### config.mk
export PLATFORM = sky130hd
export DESIGN_NAME = nand_ecc_syndrome
export DESIGN_NICKNAME = d
export VERILOG_FILES = /design/src/rtl/nand_ecc_syndrome_pkg.sv /design/src/rtl/ecc_code_arrange.sv /design/src/rtl/ecc_syndrome_classify.sv /design/src/rtl/ecc_error_locate.sv /design/src/rtl/nand_ecc_syndrome.sv
export SDC_FILE = /design/constraint.sdc
export NUM_CORES = 1
export LEC_CHECK = 0
export BUFFER_PORTS_ARGS = -buffer_cell sky130_fd_sc_hd__buf_4
export CAP_MARGIN = 10
export CORE_MARGIN = 4
export CORE_UTILIZATION = 39
export DETAILED_ROUTE_END_ITERATION = 12
export PLACE_DENSITY = 0.72
export SYNTH_ARGS = -nofsm -noshare
export SYNTH_HDL_FRONTEND = slang
export SYNTH_SLANG_ARGS = --single-unit
export TNS_END_PERCENT = 1
### constraint.sdc
create_clock -name clk -period 2.5 [get_ports clk]
set_clock_uncertainty 0.15 [all_clocks]
set_input_delay 0.75 -clock clk [delete_from_list [all_inputs] [get_ports clk]]
set_output_delay 0.75 -clock clk [all_outputs]
set_load 0.01 [all_outputs]
### src/rtl/nand_ecc_syndrome_pkg.sv
// Package: shared verdict encoding for the syndrome corrector.
// Assumes the two-bit status port carries these values unchanged.
package nand_ecc_syndrome_pkg;
    typedef enum logic [1:0] {
        VERDICT_CLEAN   = 2'd0,
        VERDICT_FIXED   = 2'd1,
        VERDICT_CODEERR = 2'd2,
        VERDICT_FATAL   = 2'd3
    } verdict_t;
endpackage

### src/rtl/ecc_code_arrange.sv
// Rearranges one packed code (byte 0 lowest) into the ascending parity word.
// The word is {byte1, byte0, byte2} rotated right by LOW_SPLIT bits.
// Assumes CODE_W is a multiple of 8 and holds exactly three bytes.
module ecc_code_arrange #(
    parameter int CODE_W    = 24,
    parameter int LOW_SPLIT = 2
) (
    input  logic [CODE_W-1:0] code_in,
    output logic [CODE_W-1:0] word_out
);
    localparam int BYTE_W = CODE_W / 3;

    logic [CODE_W-1:0] swapped;

    // Put byte 2 at the bottom, ahead of the rotation.
    always_comb begin
        swapped = {code_in[2*BYTE_W-1:0], code_in[CODE_W-1:2*BYTE_W]};
    end

    // Rotate right so the low bits of byte 2 land at the top.
    always_comb begin
        word_out = {swapped[LOW_SPLIT-1:0], swapped[CODE_W-1:LOW_SPLIT]};
    end
endmodule

### src/rtl/ecc_syndrome_classify.sv
// Sorts a syndrome word into one of four verdicts.
// Assumes the word is made of PAIRS adjacent bit pairs.
module ecc_syndrome_classify
    import nand_ecc_syndrome_pkg::*;
#(
    parameter int PAIRS = 12
) (
    input  logic [2*PAIRS-1:0] syndrome,
    output verdict_t           verdict
);
    localparam int WORD_W = 2 * PAIRS;

    logic [PAIRS-1:0] pair_hit;
    logic             all_pairs;
    logic             one_hot;

    // One flag per pair: at least one of its two bits is set.
    for (genvar p = 0; p < PAIRS; p++) begin : g_pair
        assign pair_hit[p] = syndrome[2*p] | syndrome[2*p+1];
    end

    // A single set bit has no other bit below it.
    always_comb begin
        all_pairs = &pair_hit;
        one_hot   = (syndrome != '0) &&
                    ((syndrome & (syndrome - WORD_W'(1))) == '0);
    end

    // The pair rule takes precedence over the single-bit rule.
    always_comb begin
        if (syndrome == '0)
            verdict = VERDICT_CLEAN;
        else if (all_pairs)
            verdict = VERDICT_FIXED;
        else if (one_hot)
            verdict = VERDICT_CODEERR;
        else
            verdict = VERDICT_FATAL;
    end
endmodule

### src/rtl/ecc_error_locate.sv
// Collects the odd syndrome bits into a bit index and a byte address.
// The lowest BIT_IDX_W pairs give the bit index and the rest give the byte address.
module ecc_error_locate #(
    parameter int BYTE_ADDR_W = 9,
    parameter int BIT_IDX_W   = 3
) (
    input  logic [2*(BYTE_ADDR_W+BIT_IDX_W)-1:0] syndrome,
    output logic [BYTE_ADDR_W-1:0]               byte_addr,
    output logic [BIT_IDX_W-1:0]                 bit_idx
);
    // Bit index: odd bits of the lowest pairs.
    for (genvar i = 0; i < BIT_IDX_W; i++) begin : g_bit
        assign bit_idx[i] = syndrome[2*i+1];
    end

    // Byte address: odd bits of the remaining pairs.
    for (genvar j = 0; j < BYTE_ADDR_W; j++) begin : g_byte
        assign byte_addr[j] = syndrome[2*(j+BIT_IDX_W)+1];
    end
endmodule

### src/rtl/nand_ecc_syndrome.sv
// Top: compares the stored and recomputed codes and registers a verdict and
// error location on each in_valid strobe. Assumes 512-byte sectors with 3-byte codes.
module nand_ecc_syndrome
    import nand_ecc_syndrome_pkg::*;
#(
    parameter int BYTE_ADDR_W = 9,
    parameter int BIT_IDX_W   = 3
) (
    input  logic                   clk,
    input  logic                   rst_n,
    input  logic                   in_valid,
    input  logic [23:0]            stored_code,
    input  logic [23:0]            computed_code,
    output logic                   res_valid,
    output logic [1:0]             res_status,
    output logic [BYTE_ADDR_W-1:0] err_byte,
    output logic [BIT_IDX_W-1:0]   err_bit
);
    localparam int PAIRS  = BYTE_ADDR_W + BIT_IDX_W;
    localparam int WORD_W = 2 * PAIRS;

    logic [WORD_W-1:0]      word_stored;
    logic [WORD_W-1:0]      word_computed;
    logic [WORD_W-1:0]      syndrome;
    verdict_t               verdict;
    logic [BYTE_ADDR_W-1:0] loc_byte;
    logic [BIT_IDX_W-1:0]   loc_bit;

    ecc_code_arrange #(.CODE_W(WORD_W), .LOW_SPLIT(2)) u_arr_stored (
        .code_in (stored_code),
        .word_out(word_stored)
    );

    ecc_code_arrange #(.CODE_W(WORD_W), .LOW_SPLIT(2)) u_arr_computed (
        .code_in (computed_code),
        .word_out(word_computed)
    );

    // Syndrome: bitwise difference of the two ascending words.
    always_comb begin
        syndrome = word_stored ^ word_computed;
    end

    ecc_syndrome_classify #(.PAIRS(PAIRS)) u_classify (
        .syndrome(syndrome),
        .verdict (verdict)
    );

    ecc_error_locate #(.BYTE_ADDR_W(BYTE_ADDR_W), .BIT_IDX_W(BIT_IDX_W)) u_locate (
        .syndrome (syndrome),
        .byte_addr(loc_byte),
        .bit_idx  (loc_bit)
    );

    // Result register: capture on strobe, hold otherwise; location only for data fixes.
    always_ff @(posedge clk) begin
        if (!rst_n) begin
            res_valid  <= 1'b0;
            res_status <= 2'd0;
            err_byte   <= '0;
            err_bit    <= '0;
        end else begin
            res_valid <= in_valid;
            if (in_valid) begin
                res_status <= verdict;
                err_byte   <= (verdict == VERDICT_FIXED) ? loc_byte : '0;
                err_bit    <= (verdict == VERDICT_FIXED) ? loc_bit  : '0;
            end
        end
    end

    AST_RESULT_STROBE: assert property (@(posedge clk) disable iff (!rst_n)
        in_valid |=> res_valid);
    AST_HOLD_IDLE: assert property (@(posedge clk) disable iff (!rst_n)
        !in_valid |=> $stable(res_status) && $stable(err_byte) && $stable(err_bit));
    AST_CLEAN_EQUAL: assert property (@(posedge clk) disable iff (!rst_n)
        in_valid && (stored_code == computed_code) |=> res_status == 2'd0);
    AST_SINGLE_FLIP: assert property (@(posedge clk) disable iff (!rst_n)
        in_valid && ($countones(stored_code ^ computed_code) == 1) |=> res_status == 2'd2);
    AST_TWO_FLIPS: assert property (@(posedge clk) disable iff (!rst_n)
        in_valid && ($countones(stored_code ^ computed_code) == 2) |=> res_status == 2'd3);
    AST_LOC_QUIET: assert property (@(posedge clk) disable iff (!rst_n)
        res_status != 2'd1 |-> (err_byte == '0) && (err_bit == '0));
endmodule

# After elaboration in Yosys (flattened, before gate mapping)
# Cells that the tools add are included.
dict set report word_totals {
  register_bits 15
  in_bits 51
  output_inout_bits 15
  wordCells 30
}
dict set report op_classes {
  n_addsub 1
  eq_ne 1
  muxes 5
  bitwise 14
  n_reduce_logical 5
}
# cell n
set ops {}
lappend ops {{zero test 24 bit} 2}
lappend ops {{AND 24 bit} 1}
lappend ops {{nonzero test 24 bit} 1}
lappend ops {{subtractor 24 x 1 -> 24 bit (second input constant)} 1}
lappend ops {{XOR 24 bit} 1}
lappend ops {{bitwise OR 1 bit} 12}
lappend ops {{AND reduction 12 bit} 1}
lappend ops {{2-to-1 mux 9 bit} 1}
lappend ops {{2-to-1 mux 2 bit} 2}
lappend ops {{2-to-1 mux 3 bit} 1}
lappend ops {{== test 2 x 1 -> 1 bit (second input constant)} 1}
lappend ops {{logical AND 1 bit} 1}
lappend ops {{2-to-1 mux 1 bit} 1}

# Longest topological paths before layout
dict set report depth {
  word_depth 10
  ltp_mapped 7
  mapped_depth_nobuf 7
}

# Cells and area by module
# Synthesis repeated with hierarchy kept, for this count alone.
dict set report unflattened {
  cells_unflattened 210
  hier_area_um2 1785.5
}
# mod instances cells_each area_per_inst_um2 seq_area_each_um2
set by_module_without_submodules {}
lappend by_module_without_submodules {nand_ecc_syndrome 1 86 952.2 300.3}
lappend by_module_without_submodules {ecc_syndrome_classify 1 64 382.9 0.0}
lappend by_module_without_submodules {ecc_code_arrange 2 24 180.2 0.0}
lappend by_module_without_submodules {ecc_error_locate 1 12 90.1 0.0}

# Worst setup path before layout
# Ideal clock, no wire load.
dict set report synth_path {
  path_type {input to register}
  start {in computed_code[19]}
  end {reg res_status[0]}
  setup_time_ns 0.135
  arrival_ns 2.147
  required_ns 2.215
  slack_ns 0.068
  cell_stages 7
  path_buffers 0
  cell_sequence {xor2_1 nor4_4 nand3_4 nor4_4 o21ai_1 a211oi_1 a41oi_1}
}
dict set report synth_via {
  elab_chain_len 8
  word_cells_on_any_way 12
  classes_between {add/sub (1); mux (3); bitwise (3); reduce/logical (5)}
}
# element line
set synth_rtl {}
lappend synth_rtl {{start: declaration} nand_ecc_syndrome.sv:13} ;# input logic [23:0] computed_code,
lappend synth_rtl {{XOR 24 bit (*)} nand_ecc_syndrome.sv:41} ;# syndrome = word_stored ^ word_computed;
lappend synth_rtl {{subtractor 24 x 1 -> 24 bit} ecc_syndrome_classify.sv:26} ;# ((syndrome & (syndrome - WORD_W'(1))) == '0);
lappend synth_rtl {{AND 24 bit} ecc_syndrome_classify.sv:26}
lappend synth_rtl {{zero test 24 bit} ecc_syndrome_classify.sv:26}
lappend synth_rtl {{logical AND 1 bit} ecc_syndrome_classify.sv:25} ;# one_hot = (syndrome != '0) &&
lappend synth_rtl {{2-to-1 mux 1 bit} ecc_syndrome_classify.sv:35} ;# else if (one_hot)
lappend synth_rtl {{2-to-1 mux 2 bit} ecc_syndrome_classify.sv:33} ;# else if (all_pairs)
lappend synth_rtl {{2-to-1 mux 2 bit (*)} ecc_syndrome_classify.sv:31} ;# if (syndrome == '0)
lappend synth_rtl {{end signal: assignment} nand_ecc_syndrome.sv:65} ;# res_status <= verdict;
lappend synth_rtl {{end: declaration} nand_ecc_syndrome.sv:15} ;# output logic [1:0] res_status,
# Mark *: on every way between the ends. The rest lies on a longest branch, timed or not.
# A chain may end at the register's enable or synchronous reset.

# Final worst setup path
# Same ends and word-level chain as after synthesis.

==> metrics.csv <==
metric;value;unit
status;completed;
hold endpoint;err_bit[0];
Routed wire per std cell;14.51;um
Hold Path Origin;err_bit[0];
RSZ-0062 raised after global routing;no;
number of buffers created by CTS;3;
total congestion overflow;0;
CTS Sinks;15;
Hold Crit Depth;2;
hpwl dp;3072;um
all-layer global routing usage;19.60;%
clock latency on the worst-skew pair;290;ps
post-synthesis mux area share;0;%
first-pass GRT wire length;5595;um
Worst-Margin Slew;523.8;ps
combinational family with the most area after synthesis;simple AND/OR/NAND/NOR gates;
Slew HR;64.18;%
simple-gate share of the synthesized area;25.31;%
mean post-synth cell area;8.700;um^2
Main synth FF type;dfxtp_1;
Setup TNS Final;0;ps
final setup fails;0;
largest net degree at the start of global routing;11;
Slew Limit Fails;0;
vias in the first global route;1324;
Post-synth EDFFs;0;
clock buffer depth;2;
maxcap violations;0;
share of layout cells above drive strength 1;46.15;%
sequential element share of the synthesized area;26.76;%
vias per inst;5.317;
IO Pins;66;
Compound-Gate Fraction of Synth Area;25.08;%
maximum vdd drop;0.0003708;V
critical path startpoint category;input pin;
GPL Wtd Cong;0.9798;
Worst setup EP type;flop;
Min Clock Period, post-route;2376;ps
r2r worst-path depth;4;
hold-fix buffers at CTS;0;
FF-to-FF Start;res_status[0];
worst hold path class;flop to flop;
Tcrit/Tclk final;95.03;%
Die W;61.65;um
Fmax achieved;420.9;MHz
WP data required;2520;ps
die span in y;61.65;um
H-tree levels;1;
Cell variety after synth;41;
Layout area overhead;66.67;%
initial antenna violation count;0;
Adder-Cell Fraction of Synth Area;0.8919;%
Synth Register Bits;15;
Hold Fails Final Rpt;0;
Via Count;1340;
Core ar.;2758;um^2
antenna-violating nets left;0;
diode count;0;
area of the die;3800;um^2
Mapped Nets;180;
dominant cells by area after synthesis;dfxtp_1 27%, xor2_1 12%, xnor2_1 7.8%;
final wirelength;3656;um
Synth Area in XOR/XNOR;20.29;%
Clock Pin Slew Worst Setup and Hold Paths;100;ps
initial DRC count;61;
input/output buffers;65;
cells after synthesis;129;
Nets;273;
pwr/cell area;366.4;nW/um^2
Lkg Pwr;0.8259;nW
Post-route DRC;0;
Mapped Area;1122;um^2
initial core utilization;40.70;%
clk root buf;clkbuf_4;
CP max FO;5;
Arr. time, crit path;2390;ps
asr flop ratio synth;0;%
internal reg-to-reg setup slack;1120;ps
Filler Cell Count;237;
Syn. warnings;0;
Yosys top cell area share;26.76;%
TritonRoute pass-1 iters;4;
reg2reg end;res_status[0];
Hold WS;325.2;ps
Cell Rows;19;
WS Path Type;input pin to flop;
CTS tree;built;
post-synth top area cell;dfxtp_1;
worst max path at each step:
stage          slack [ps]               from             to  depth (start not counted)
3_3_place_gp          -90  computed_code[19]  res_status[0]                          8
4_1_cts               160  computed_code[18]  res_status[0]                          8
3_5_place_dp         -140  computed_code[19]  res_status[0]                          8
5_1_grt                 4  computed_code[19]  res_status[0]                          8
6_report              120  computed_code[19]  res_status[0]                          7
2_1_floorplan          70  computed_code[19]  res_status[0]                          7
stage by stage:
step	instances	instance area, um^2	total power [mW]	setup WS (ps)	utilization [%]
after floorplan	129	1122	0.3813	68.17	-
after global placement	247	1822	0.5299	-86.45	66.06
after detailed placement	247	1822	0.5376	-139.8	66.06
after CTS	251	1848	0.6780	155.5	67.01
after global routing	252	1871	0.7188	3.992	67.83
final	252	1871	0.6854	124.3	67.83
synthesized netlist by cell type (2+ instances only):
library cell	instances
nor4_4	3
inv_1	3
nor2_1	6
nand2_1	14
nor2b_1	5
xor2_1	16
dfxtp_1	15
xnor2_1	10
nand4_1	2
a21boi_1	2
or3_1	2
clkbuf_1	2
a32o_1	4
o211ai_1	2
a21boi_0	3
o21ai_0	10
nand2b_1	2
nand3_1	3
a211o_1	3
worst max-delay path, stage by stage:
cell and delay [ps]:
buf_4 110, xor2_1 190, nor4_4 410, nand3_4 150
a2111oi_0 540, a21o_1 140, a41oi_1 100
timing repair:
action                     in CTS  in global routing
buffers inserted                0                  1
gates resized for setup         0                  3
setup endpoints to repair       0                  1
routing by layer:
layer  routed length [um]  GRT usage, %
met3                  211         1.468
met1                 1435         23.47
met5                    0             0
met2                 1922         35.72
met4                   86         7.879
layout make-up:
cell class	instances	area (um^2)	area share, %
Clock buffer	4	26.28	1.405
Tap cell	31	38.79	2.074
Timing Repair Buffer	90	675.6	36.12
Multi-Input combinational cell	109	818.3	43.75
Sequential cell	15	300.3	16.05
Inverter	3	11.26	0.6020
cell families (layout without fill, tap and decap cells):
| family | count (synthesis) | count (layout) |
|---|---|---|
| buffers and inverters | 5 | 97 |
| flip-flops | 15 | 15 |
| AO/OA/AOI/OAI | 39 | 39 |
| XOR/XNOR | 26 | 26 |
| AND/OR/NAND/NOR | 43 | 43 |
| adder cells (fa/ha/maj) | 1 | 1 |
state kept, by name, summed over array words and instances (netlist names):
| name | cells |
|---|---|
| err_byte | 9 |
| err_bit | 3 |
| res_status | 2 |
| res_valid | 1 |
power breakdown:
part / internal, mW / leakage, nW / switching (mW)
logic: 0.153 / 0.689 / 0.138
registers: 0.245 / 0.122 / 0.00319
clock network: 0.0621 / 0.0150 / 0.0848
cells in the final DEF (no fill, tap or decap), drive strengths merged, types with 2 or more instances in the layout:
cell | synthesis | routed
buf | 0 | 90
xor2 | 16 | 16
dfxtp | 15 | 15
nand2 | 14 | 14
o21ai | 11 | 11
xnor2 | 10 | 10
nor2 | 6 | 6
nor2b | 5 | 5
a21boi | 5 | 5
a32o | 4 | 4
nand3 | 4 | 4
nor4 | 4 | 4
clkbuf | 2 | 4
inv | 3 | 3
a211o | 3 | 3
o211ai | 2 | 2
nand2b | 2 | 2
nand4 | 2 | 2
or3 | 2 | 2
Note: power is estimated with default switching activity, not from simulation.
